[src/rtl/gpio_bank_pkg.sv]
package gpio_bank_pkg;

    localparam int LANE_W     = 32;
    localparam int ALT_PER_WD = 16;

    // Feature group order; decode and software both depend on it.
    typedef enum logic [2:0] {
        GRP_LEVEL = 3'd0,
        GRP_DIR   = 3'd1,
        GRP_SET   = 3'd2,
        GRP_CLR   = 3'd3,
        GRP_RISE  = 3'd4,
        GRP_FALL  = 3'd5,
        GRP_STAT  = 3'd6,
        GRP_ALT   = 3'd7
    } grp_e;

    typedef struct packed {
        logic lvl;
        logic dir;
        logic set;
        logic clr;
        logic edg;
        logic alt;
    } sel_t;

endpackage

[src/rtl/gpio_in_sync.sv]
module gpio_in_sync #(
    parameter int N = 64
) (
    input  logic         clk,
    input  logic         rst_n,
    input  logic [N-1:0] raw_i,
    output logic [N-1:0] lvl_o
);

    typedef struct packed {
        logic [N-1:0] s1;
        logic [N-1:0] s2;
    } sync_t;

    sync_t sync_d, sync_q;

    always_comb begin
        sync_d    = sync_q;
        sync_d.s1 = raw_i;
        sync_d.s2 = sync_q.s1;
    end

    always_ff @(posedge clk or negedge rst_n) begin
        if (!rst_n) sync_q <= '0;
        else        sync_q <= sync_d;
    end

    assign lvl_o = sync_q.s2;

endmodule

[src/rtl/gpio_addr_decode.sv]
module gpio_addr_decode
    import gpio_bank_pkg::*;
#(
    parameter int NW     = 2,
    parameter int ADDR_W = 8,
    parameter int IDX_W  = 2
) (
    input  logic [ADDR_W-1:0] addr_i,
    output sel_t              sel_o,
    output logic [IDX_W-1:0]  idx_o
);

    localparam int ALT_BASE = int'(GRP_ALT) * NW;
    localparam int MAP_END  = ALT_BASE + 2 * NW;

    int word_i;
    int grp_i;

    always_comb begin
        word_i = int'(addr_i[ADDR_W-1:2]);
        grp_i  = word_i / NW;
        sel_o  = '0;
        idx_o  = '0;
        if (word_i < ALT_BASE) begin
            idx_o = IDX_W'(word_i - grp_i * NW);
            case (grp_e'(grp_i[2:0]))
                GRP_LEVEL: sel_o.lvl = 1'b1;
                GRP_DIR:   sel_o.dir = 1'b1;
                GRP_SET:   sel_o.set = 1'b1;
                GRP_CLR:   sel_o.clr = 1'b1;
                default:   sel_o.edg = 1'b1;
            endcase
        end else if (word_i < MAP_END) begin
            sel_o.alt = 1'b1;
            idx_o     = IDX_W'(word_i - ALT_BASE);
        end
    end

    // at most one feature group decoded per address
    always_comb begin
        p_one_group_r1: assert ($onehot0(sel_o));
    end

endmodule

[src/rtl/gpio_out_regs.sv]
module gpio_out_regs
    import gpio_bank_pkg::*;
#(
    parameter int N     = 64,
    parameter int NW    = 2,
    parameter int IDX_W = 2
) (
    input  logic             clk,
    input  logic             rst_n,
    input  logic             we_i,
    input  sel_t             sel_i,
    input  logic [IDX_W-1:0] idx_i,
    input  logic [31:0]      wdata_i,
    output logic [N-1:0]     dir_o,
    output logic [N-1:0]     lat_o,
    output logic [2*N-1:0]   alt_o
);

    typedef struct packed {
        logic [N-1:0]   dir;
        logic [N-1:0]   lat;
        logic [2*N-1:0] alt;
    } regs_t;

    regs_t regs_d, regs_q;

    always_comb begin
        regs_d = regs_q;
        for (int b = 0; b < NW; b++) begin
            if (we_i && idx_i == IDX_W'(b)) begin
                if (sel_i.dir) regs_d.dir[b*LANE_W +: LANE_W] = wdata_i;
                if (sel_i.set) regs_d.lat[b*LANE_W +: LANE_W] =
                    regs_q.lat[b*LANE_W +: LANE_W] | wdata_i;
                if (sel_i.clr) regs_d.lat[b*LANE_W +: LANE_W] =
                    regs_q.lat[b*LANE_W +: LANE_W] & ~wdata_i;
            end
        end
        for (int k = 0; k < 2 * NW; k++) begin
            if (we_i && sel_i.alt && idx_i == IDX_W'(k))
                regs_d.alt[k*LANE_W +: LANE_W] = wdata_i;
        end
    end

    always_ff @(posedge clk or negedge rst_n) begin
        if (!rst_n) regs_q <= '0;
        else        regs_q <= regs_d;
    end

    assign dir_o = regs_q.dir;
    assign lat_o = regs_q.lat;
    assign alt_o = regs_q.alt;

    // writes outside the owned groups leave all state untouched
    p_no_side_effect_r9: assert property (@(posedge clk) disable iff (!rst_n)
        (we_i && !(sel_i.dir || sel_i.set || sel_i.clr || sel_i.alt))
        |=> ($stable(regs_q.dir) && $stable(regs_q.lat) && $stable(regs_q.alt)));

    for (genvar b = 0; b < NW; b++) begin : g_bank_chk
        p_set_high_r5: assert property (@(posedge clk) disable iff (!rst_n)
            (we_i && sel_i.set && idx_i == IDX_W'(b))
            |=> ((regs_q.lat[b*LANE_W +: LANE_W] & $past(wdata_i)) == $past(wdata_i)));
        p_clr_low_r6: assert property (@(posedge clk) disable iff (!rst_n)
            (we_i && sel_i.clr && idx_i == IDX_W'(b))
            |=> ((regs_q.lat[b*LANE_W +: LANE_W] & $past(wdata_i)) == 32'h0));
        p_zero_bits_hold_r5: assert property (@(posedge clk) disable iff (!rst_n)
            (we_i && (sel_i.set || sel_i.clr) && idx_i == IDX_W'(b))
            |=> ((regs_q.lat[b*LANE_W +: LANE_W] & ~$past(wdata_i)) ==
                 ($past(regs_q.lat[b*LANE_W +: LANE_W]) & ~$past(wdata_i))));
    end

endmodule

[src/rtl/gpio_bank_ctrl.sv]
module gpio_bank_ctrl
    import gpio_bank_pkg::*;
#(
    parameter int NUM_PINS = 64,
    parameter int ADDR_W   = 8
) (
    input  logic                  clk,
    input  logic                  rst_n,
    input  logic [ADDR_W-1:0]     bus_addr,
    input  logic                  bus_we,
    input  logic [31:0]           bus_wdata,
    output logic [31:0]           bus_rdata,
    input  logic [NUM_PINS-1:0]   pin_in,
    output logic [NUM_PINS-1:0]   pin_out,
    output logic [NUM_PINS-1:0]   pin_oe,
    output logic [2*NUM_PINS-1:0] pin_alt
);

    localparam int NW    = NUM_PINS / LANE_W;
    localparam int IDX_W = $clog2(2 * NW);

    sel_t             dec_sel;
    logic [IDX_W-1:0] dec_idx;
    logic [NUM_PINS-1:0] lvl_sync;
    logic [NUM_PINS-1:0] dir_w, lat_w;
    logic [2*NUM_PINS-1:0] alt_w;

    gpio_in_sync #(.N(NUM_PINS)) u_sync (
        .clk   (clk),
        .rst_n (rst_n),
        .raw_i (pin_in),
        .lvl_o (lvl_sync)
    );

    gpio_addr_decode #(.NW(NW), .ADDR_W(ADDR_W), .IDX_W(IDX_W)) u_dec (
        .addr_i (bus_addr),
        .sel_o  (dec_sel),
        .idx_o  (dec_idx)
    );

    gpio_out_regs #(.N(NUM_PINS), .NW(NW), .IDX_W(IDX_W)) u_regs (
        .clk     (clk),
        .rst_n   (rst_n),
        .we_i    (bus_we),
        .sel_i   (dec_sel),
        .idx_i   (dec_idx),
        .wdata_i (bus_wdata),
        .dir_o   (dir_w),
        .lat_o   (lat_w),
        .alt_o   (alt_w)
    );

    typedef struct packed {
        logic [31:0] rd;
    } rd_t;

    rd_t rd_d, rd_q;

    always_comb begin
        rd_d.rd = '0;
        for (int b = 0; b < NW; b++) begin
            if (dec_idx == IDX_W'(b)) begin
                if (dec_sel.lvl)                rd_d.rd = lvl_sync[b*LANE_W +: LANE_W];
                if (dec_sel.dir)                rd_d.rd = dir_w[b*LANE_W +: LANE_W];
                if (dec_sel.set || dec_sel.clr) rd_d.rd = lat_w[b*LANE_W +: LANE_W];
            end
        end
        for (int k = 0; k < 2 * NW; k++) begin
            if (dec_sel.alt && dec_idx == IDX_W'(k))
                rd_d.rd = alt_w[k*LANE_W +: LANE_W];
        end
    end

    always_ff @(posedge clk or negedge rst_n) begin
        if (!rst_n) rd_q <= '0;
        else        rd_q <= rd_d;
    end

    assign bus_rdata = rd_q.rd;
    assign pin_out   = lat_w;
    assign pin_oe    = dir_w;
    assign pin_alt   = alt_w;

    // addresses owned elsewhere or unmapped return zero next cycle
    p_dead_read_zero_r9: assert property (@(posedge clk) disable iff (!rst_n)
        (dec_sel.edg || !(|dec_sel)) |=> (bus_rdata == 32'h0));

    // set and clear words read back the output latch of the same bank
    p_strobe_readback_r7: assert property (@(posedge clk) disable iff (!rst_n)
        ((dec_sel.set || dec_sel.clr) && !bus_we && dec_idx == '0)
        |=> (bus_rdata == pin_out[31:0]));

endmodule

[config.mk]
export PLATFORM = sky130hd
export DESIGN_NAME = gpio_bank_ctrl
export DESIGN_NICKNAME = d
export VERILOG_FILES = /design/src/rtl/gpio_bank_pkg.sv /design/src/rtl/gpio_in_sync.sv /design/src/rtl/gpio_addr_decode.sv /design/src/rtl/gpio_out_regs.sv /design/src/rtl/gpio_bank_ctrl.sv
export SDC_FILE = /design/constraint.sdc
export NUM_CORES = 1
export LEC_CHECK = 0
export CAP_MARGIN = 20
export CORE_MARGIN = 1
export CORE_UTILIZATION = 54
export DETAILED_ROUTE_END_ITERATION = 8
export GPL_TIMING_DRIVEN = 0
export PLACE_DENSITY = 0.92
export REMOVE_ABC_BUFFERS = 1
export SLEW_MARGIN = 5
export SYNTH_ARGS = -nofsm -noshare
export SYNTH_HDL_FRONTEND = slang
export SYNTH_SLANG_ARGS = --single-unit
[constraint.sdc]
create_clock -name clk -period 1.86 [get_ports clk]
set_clock_uncertainty 0.05 [all_clocks]
set_input_delay 0.372 -clock clk [delete_from_list [all_inputs] [get_ports clk]]
set_output_delay 0.372 -clock clk [all_outputs]
set_load 0.02 [all_outputs]
==> flow_summary.toml <==
[status]
outcome = "complete, but fails checks"
failed_checks = "hold timing, setup timing"

[place]
dp_cells = 2004
io_buffers = 392
hpwl_mm = 36.73
place_congestion = 0.8021
post_dp_cell_area_um2 = 21570

[global_route]
grt_pass1_wl_mm = 98.43
grt.total_usage_pct = 43.05
antenna_found_initial = 2
gr-total-overflow = 0
grt_pass1_vias = 15290
grt_start_max_net_pins = 119

[yosys]
yosys_warnings = 0
yosys.cell_types.count = 48
synthCells = 1282
async_reset_ff_share_pct = 100.0
ys_seq_elements = 416
syn_area_um2 = 16870
synth_seq_area_share_pct = 61.72
ys_dominant_reg_cell = "dfrtp_1"
synth_edf_count = 0
avgSynthCellArea_um2 = 13.16

[sta]
slew_viol_final = 0
setup-violations-final = 115
rsz0062_at_grt = "true"
final.min_clock_period_ns = 1.993
worst_slack_ns = -0.1330
timing.final.crit_share_pct = 107.1
timing.fmax_ghz = 0.5018
hold-worst-slack_ns = -0.1517
fin_setup_tns_ns = -4.292
tightest_slew_ns = 0.8030
hold_violations = 102
slew_headroom_pct = 46.47

[finish]
final.fill_count = 1644
layout-drive-gt1-share_pct = 27.71
seq_area_um2 = 10410
stdcell_count = 2196
postLayoutCoreUtil_pct = 80.64
design_area_um2 = 24730
multi_input_area_um2 = 6447
area_delta_synth_final_pct = 46.62
final_cell_mix = "dfrtp_1 (416), dlygate4sd2_1 (289), mux2_2 (117), clkdlybuf4s50_1 (96), a21oi_1 (94)"
final_nets = 1878
final_common_cell = "dfrtp_1"

[clock_network]
numCtsBuffers = 43
cts.clk_slew.worst_paths_ns = 0.06
tritoncts = "done"
htree_levels = 2
clockRootBuffer = "clkbuf_16"
ctsLongestPathBuffers = 3
clock_sink_count = 416
clkLatencyLatePin_ns = 0.54

[power]
p_leak_nw = 12.50
ir_drop_uv = 895.0
power_density_nw_per_um2 = 973.7

[setup_path]
startpoint_type = "input port"
ff2ff_setup_slack_ns = 0.39
crit_chain = "buf_16 -> buf_8 -> or4b_4 -> a21oi_4 -> clkbuf_16 -> and3b_4 -> clkbuf_16 -> nand2_2 -> mux2i_1"
worst_ep_required_time_ns = 2.25
cp_slowest_cell = "or4b_4"
cpMostUsedCell = "clkbuf_16"
reg2reg_depth = 4
endpoint_kind = "flip-flop"
r2r_end = "bus_rdata[22]"
worstPathArrival_ns = 2.38
cp_slowest_stage_delay_ns = 0.54
worstSetupPathType = "in -> reg"
critPathMaxFanout = 8

[detailed_routing]
drt-total-wl_mm = 73.74
vias = 15167
viasPerCell = 6.907
wl_per_cell_um = 33.58
drc = 0
firstDrtPassIters = 5
drt_iter0_drc = 1933
drtAntennaViolNets = 0

[floorplan]
die_h_um = 178.7
die_w_um = 178.7
core.rowCount = 64
ios = 395
fp.dieArea_um2 = 31950
initial_utilization_pct = 55.00
coreArea_um2 = 30670

[hold_path]
hold_class = "in -> async"

[flow_run]
drv_cap = 0
-- power by group --
part | total [mW] | switching [mW] | internal [mW] | leakage (nW)
sequential | 10.8 | 0.825 | 10.0 | 5.20
clock | 8.30 | 3.61 | 4.69 | 0.640
combinational | 4.93 | 2.81 | 2.12 | 6.66
-- how the worst max path moves through the flow --
stage | cells past startpoint | startpoint | to
2_1_floorplan | 4 | bus_addr[3] | u_regs.alt_o[100]
3_3_place_gp | 1 | rst_n | u_regs.alt_o[101]
3_5_place_dp | 9 | bus_addr[4] | u_regs.alt_o[95]
4_1_cts | 9 | bus_addr[3] | u_regs.alt_o[55]
5_1_grt | 9 | bus_addr[3] | flip-flop
6_report | 9 | bus_addr[3] | flip-flop
-- cell type report --
type,count,share of cell area [%]
diodes,3,0.03036
clock buffers,65,5.140
clock inverters,6,0.1467
inverters,32,0.4857
multi-input cells,735,26.07
flip-flops and latches,416,42.09
well taps,396,2.003
repair buffers,543,24.03
-- critical path, delay by kind of cell --
family	cells	cell delay, ns
simple gates	3	0.94
buf+inv	4	0.63
mux	1	0.25
compound gates	1	0.18
-- metal layers --
layer / vias to the layer above / share of wire (%) / GRT usage, %
met4: 0 / 9.2 / 33.23
li1: 5710 / - / -
met3: 495 / 12 / 12.89
met1: 7605 / 34 / 50.63
met5: - / 0 / 0
met2: 1357 / 45 / 66.38
-- synthesized netlist by cell type (17+ instances only) --
master | number | area, um^2
a22oi_1 | 34 | 255.2
inv_1 | 32 | 120.1
mux2_2 | 156 | 1757
o22ai_1 | 29 | 181.4
a32oi_1 | 28 | 245.2
a32o_1 | 31 | 310.3
o311a_1 | 28 | 280.3
mux2_4 | 30 | 450.4
buf_1 | 17 | 63.81
buf_2 | 19 | 95.09
a31o_2 | 31 | 271.5
dfrtp_1 | 416 | 10410
a21o_1 | 23 | 172.7
nand2_1 | 76 | 285.3
mux2i_1 | 32 | 320.3
clkbuf_1 | 61 | 229.0
o22a_1 | 31 | 271.5
a21oi_1 | 94 | 470.5
nor2_1 | 55 | 206.5
-- repair_timing --
item | 4_1_cts | 5_1_grt
gates cloned | 17 | 10
resized for setup | 395 | 90
buffers inserted | 64 | 36
endpoints found under the setup margin | 576 | 278
pin swaps | 14 | 18
endpoints found under the hold margin | 102 | 102
-- logic make-up (layout without fill, tap and decap cells) --
family | after synthesis | after routing | share of synthesized area [%]
compound gates | 350 | 350 | 15.40
buf+inv | 137 | 646 | 3.501
flops | 416 | 416 | 61.72
mux | 224 | 224 | 15.38
other cells | 0 | 3 | 0
simple gates | 155 | 161 | 3.998
-- metrics by stage --
step | setup WS (ns) | hold slack, ns | total power, mW
final | -0.1330 | -0.1517 | 24.08
after global routing | -0.1514 | -0.07743 | 24.65
after CTS | -0.2137 | -0.1178 | 23.59
after detailed placement | -2.664 | 0.2847 | 15.81
after global placement | -17.10 | 0.2824 | 15.55
after floorplan | -5.301 | 0.02641 | 12.83
(Power assumes the default switching activity.)
